## config.mk

```make
export PLATFORM = sky130hd
export DESIGN_NAME = rot_seq
export DESIGN_NICKNAME = d
export VERILOG_FILES = /design/src/rtl/rot_seq.sv
export SDC_FILE = /design/constraint.sdc
export NUM_CORES = 1
export LEC_CHECK = 0
export CAP_MARGIN = 20
export CORE_MARGIN = 3
export CORE_UTILIZATION = 40
export DETAILED_ROUTE_END_ITERATION = 6
export PLACE_DENSITY_LB_ADDON = 0.12
export SYNTH_ARGS = -nofsm -noshare
export SYNTH_HDL_FRONTEND = slang
export SYNTH_SLANG_ARGS = --single-unit
export TNS_END_PERCENT = 10
```

## constraint.sdc

```tcl
create_clock -name clk -period 1.9 [get_ports clk]
set_input_delay 0.285 -clock clk [delete_from_list [all_inputs] [get_ports clk]]
set_output_delay 0.285 -clock clk [all_outputs]
set_load 0.01 [all_outputs]
```

## src/rtl/rot_seq.sv

```systemverilog
`timescale 1ns/1ps
module rot_seq #(
  parameter int W     = 8,
  parameter int NSEED = 4,
  parameter int CNTW  = 4,
  parameter int GRPW  = 2,
  parameter int CFGW  = 2,
  parameter logic [NSEED*CNTW-1:0] NEED_TAB = {4'd0, 4'd9, 4'd1, 4'd3},
  parameter logic [NSEED*GRPW-1:0] GRP_TAB  = {2'd2, 2'd1, 2'd1, 2'd0},
  parameter logic [NSEED*CFGW-1:0] CFG_TAB  = {2'd1, 2'd1, 2'd0, 2'd0}
) (
  input  logic            clk,
  input  logic            rst_n,
  input  logic [W-1:0]    seed_i,
  output logic [W-1:0]    pat_o,
  output logic            mode_o,
  output logic [CFGW-1:0] cfg_o,
  output logic            done_o
);
  localparam int IW = (NSEED > 1) ? $clog2(NSEED) : 1;

  function automatic logic [CNTW-1:0] grp_count(input int s);
    int m;
    m = 0;
    for (int j = 0; j < NSEED; j++)
      if (GRP_TAB[j*GRPW +: GRPW] == GRP_TAB[s*GRPW +: GRPW] &&
          int'(NEED_TAB[j*CNTW +: CNTW]) > m)
        m = int'(NEED_TAB[j*CNTW +: CNTW]);
    if (m > W - 1) m = W - 1;
    return CNTW'(m);
  endfunction

  logic [CNTW-1:0] rot_tab [NSEED];
  for (genvar g = 0; g < NSEED; g++) begin : g_rot
    assign rot_tab[g] = grp_count(g);
  end

  logic [IW-1:0]   idx;
  logic [IW-1:0]   nxt;
  logic [CNTW-1:0] cnt;
  logic            last;

  assign nxt   = idx + 1'b1;
  assign last  = (idx == IW'(NSEED - 1));
  assign cfg_o = CFG_TAB[idx*CFGW +: CFGW];

  always_ff @(posedge clk or negedge rst_n) begin
    if (!rst_n) begin
      pat_o  <= '0;
      idx    <= '0;
      cnt    <= rot_tab[0];
      mode_o <= 1'b0;
      done_o <= 1'b0;
    end else if (!done_o) begin
      if (cnt != '0) begin
        pat_o  <= {pat_o[W-2:0], pat_o[W-1]};
        cnt    <= cnt - 1'b1;
        mode_o <= 1'b1;
      end else if (last) begin
        done_o <= 1'b1;
        mode_o <= 1'b0;
      end else begin
        idx    <= nxt;
        pat_o  <= seed_i;
        cnt    <= rot_tab[nxt];
        mode_o <= 1'b0;
      end
    end
  end
endmodule

```

==> results of run 1 <==
-- layout by cell type, fill, tap and decap left out, types with 2 or more instances in the layout --
cell type / synthesis / routed
clkdlybuf4s50_1: 0 / 20
clkbuf_4: 0 / 3
inv_1: 8 / 8
nor2_1: 2 / 2
dfstp_2: 2 / 2
buf_4: 2 / 4
ha_1: 3 / 3
o22a_2: 3 / 3
a21oi_1: 3 / 3
o21ai_0: 3 / 3
dfrtp_1: 14 / 14
o22a_1: 14 / 14
-- Yosys cell counts, drive strengths merged, types with 2 or more instances --
cell,instances
ha,3
o22a,17
clkbuf,2
nor2,2
a21oi,3
o21ai,3
dfstp,2
dfrtp,14
inv,8
buf,4
-- registers in the layout (all words and copies together) (netlist names) --
register	cells
cnt	4
done_o	1
pat_o	8
mode_o	1
idx	2
-- per-stage QoR --
step,instances,hold slack [ns]
2_1_floorplan,72,-0.0106
3_3_place_gp,115,0.502
3_5_place_dp,115,0.506
4_1_cts,119,0.298
5_1_grt,119,0.300
6_report,119,0.303
-- cell families (layout without fill, tap and decap cells) --
group | after synthesis | after routing | share of synthesized area [%]
multiplexers | 1 | 1 | 1.23
adder cells (fa/ha/maj) | 3 | 3 | 4.63
AND/OR/NAND/NOR | 7 | 7 | 5.86
XOR/XNOR | 2 | 2 | 2.16
flip-flops | 16 | 16 | 49.7
AO/OA/AOI/OAI | 28 | 28 | 27.5
buffers and inverters | 14 | 36 | 8.49
other | 1 | 1 | 0.463
-- critical path, delay by kind of cell, from the launching register on --
family                     cells  cell delay (ns)
AOI/OAI and AO/OA              2             0.40
adders and majority gates      1             0.26
DFF                            1             0.42
and+or+nand+nor                1             0.59
-- per-layer routing --
layer / GRT usage [%] / wire length (um) / part of all wire, %
met1: 19.2 / 743 / 43
met2: 24.0 / 862 / 50
met3: 5.54 / 82 / 4.7
met4: 9.42 / 39 / 2.3
met5: 0 / 0 / 0
-- power by group --
part	switching, W	internal, W
registers	0.00000736	0.000349
clock network	0.000109	0.000117
logic	0.0000199	0.0000392
total	0.000136	0.000505
-- path summary, 6_finish.rpt --
kind	cells after the start	slack (ns)	startpoint	endpoint
max	4	0.13	idx[1]	pat_o[6]
min in group clk	1	0.52	cnt[0]	cnt[0]
max in group asynchronous	2	1.35	rst_n	cnt[1]
min	2	0.30	rst_n	cnt[3]
max reg2reg	4	0.13	idx[1]	pat_o[6]
min reg2reg	1	0.52	cnt[0]	cnt[0]
-- final cells by class --
class                      count  area, um2  share of cell area [%]
tap                           25       31.3                    2.92
timing repair buffer          24        230                    21.5
clock buffer                   4       36.3                    3.39
multi-input combinational     42        339                    31.7
sequential                    16        403                    37.7
inverter                       8       30.0                    2.81
==> reports/metrics.csv, run 1 <==
stage,metric,value,unit
floorplan,CORE AREA,1820,um2
global_routing,grt ovf,0,
logic_synthesis,"area leader, netlist",dfrtp_1,
floorplan,Die Wd,51.0,um
logic_synthesis,synth top area cells,"dfrtp_1, o22a_1, dfstp_2",
logic_synthesis,Cell variety after synth,27,
placed_design,hpwl dp,1230,um
floorplan,I/O pin cnt,22,
final_layout,Synth-to-Final Area Change,31.9,%
setup_path,highest-delay cell along the critical path,or4b_4,
routing,DR vias/cell,5.42,
global_routing,global-route wire length before repair,2950,um
job,max_cap viols,0,
final_layout,share of layout cells above drive strength 1,17.0,%
routing,Pre-Repair DR Iteration Count,4,
sta,setup repair after global routing missed its margin,no,
setup_path,critical path class,reg -> reg,
sta,final count of negative-setup-slack endpoints,0,
pwr,P per Cell Area,600,nW/um2
setup_path,Crit path largest cell delay,0.59,ns
logic_synthesis,#FFs+latches synth,16,
sta,Tmin final,1.77,ns
pwr,Design Power,0.000642,W
placed_design,# port buffers,20,
clock_tree,CTS sink count,16,
final_layout,final core occ,58.8,%
floorplan,row count,15,
logic_synthesis,Yosys warning count,0,
setup_path,crit end category,register,
global_routing,GR Util All Layers,15.8,%
clock_tree,cts repair resizes,0,
global_routing,largest net degree at the start of global routing,17,
clock_tree,Post-CTS Repair Setup Buffers,0,
pwr,Static Leak,0.426,nW
logic_synthesis,syn_nets,85,
global_routing,initial antenna violation count,0,
clock_tree,CTS Buffer Depth,2,
final_layout,nets,108,
sta,Slew Limit Fails,0,
setup_path,CP required,2.09,ns
routing,final wirelength,1730,um
logic_synthesis,Yosys top cell area share,43.2,%
placed_design,pre-CTS setup slack,0.138,ns
pwr,worst vdd ir,0.457,mV
routing,DR iter-0 viols,3,
placed_design,GP Congestion,0.714,
clock_tree,Worst-path clk slew,0.09,ns
routing,routed vias,645,
clock_tree,# H-tree levels,1,
final_layout,n_diodes,0,
routing,Residual DRC,0,
logic_synthesis,Cells after Synth,72,
sta,"Hold Vio Cnt, Final",0,
logic_synthesis,number of synthesized flops with an enable pin,0,
floorplan,die area,2600,um2
clock_tree,TritonCTS clock tree,done,
setup_path,worst-path maximum fanout,12,
clock_tree,clk_lat worst skew,0.29,ns
setup_path,crit-path cells,ha_1 > or4b_4 > o22a_2 > o22a_1,
floorplan,Initial Util,44.5,%
sta,final cycle utilization of the critical path,93.3,%
routing,Routed Antenna Nets,0,
floorplan,Die Height,51.0,um
sta,setup TNS,0,ns
clock_tree,Root Buffer,clkbuf_4,
logic_synthesis,Synth Area per Inst,11.3,um2
logic_synthesis,Async SR Flop Fraction,100,%
status,outcome,completed,
hold_path,Hold Path Class,in -> async,
routing,post-DR wirelength/cell,14.5,um
final_layout,Final Cell Area,1070,um2
sta,Fin Clk Skew,0.00114,ns
sta,final worst slack,0.128,ns
final_layout,Fill cells,170,
placed_design,placed instance area,1030,um2
clock_tree,cts hold-fix bufs,0,
logic_synthesis,Synth Flop Type,dfrtp_1,
sta,f_max,564,MHz
global_routing,vias in the first global route,612,
setup_path,WP data arrival,1.96,ns
clock_tree,TritonCTS buffer count,3,
logic_synthesis,Mapped Area,811,um2
setup_path,Critical Path Source Type,register,
logic_synthesis,sequential element share of the synthesized area,49.7,%
Note: power is estimated with default switching activity, not from simulation.
==> inputs of run 2 (changes only) <==
--- a/config.mk
+++ b/config.mk
@@ -5,9 +5,10 @@
 export SDC_FILE = /design/constraint.sdc
 export NUM_CORES = 1
 export LEC_CHECK = 0
-export CAP_MARGIN = 20
+export CAP_MARGIN = 5
 export CORE_MARGIN = 3
 export CORE_UTILIZATION = 40
+export CTS_CLUSTER_DIAMETER = 30
 export DETAILED_ROUTE_END_ITERATION = 6
 export PLACE_DENSITY_LB_ADDON = 0.12
 export SYNTH_ARGS = -nofsm -noshare
==> results of run 2 <==
Same layout as run 1: the final DEF is identical, and so are final timing and power.
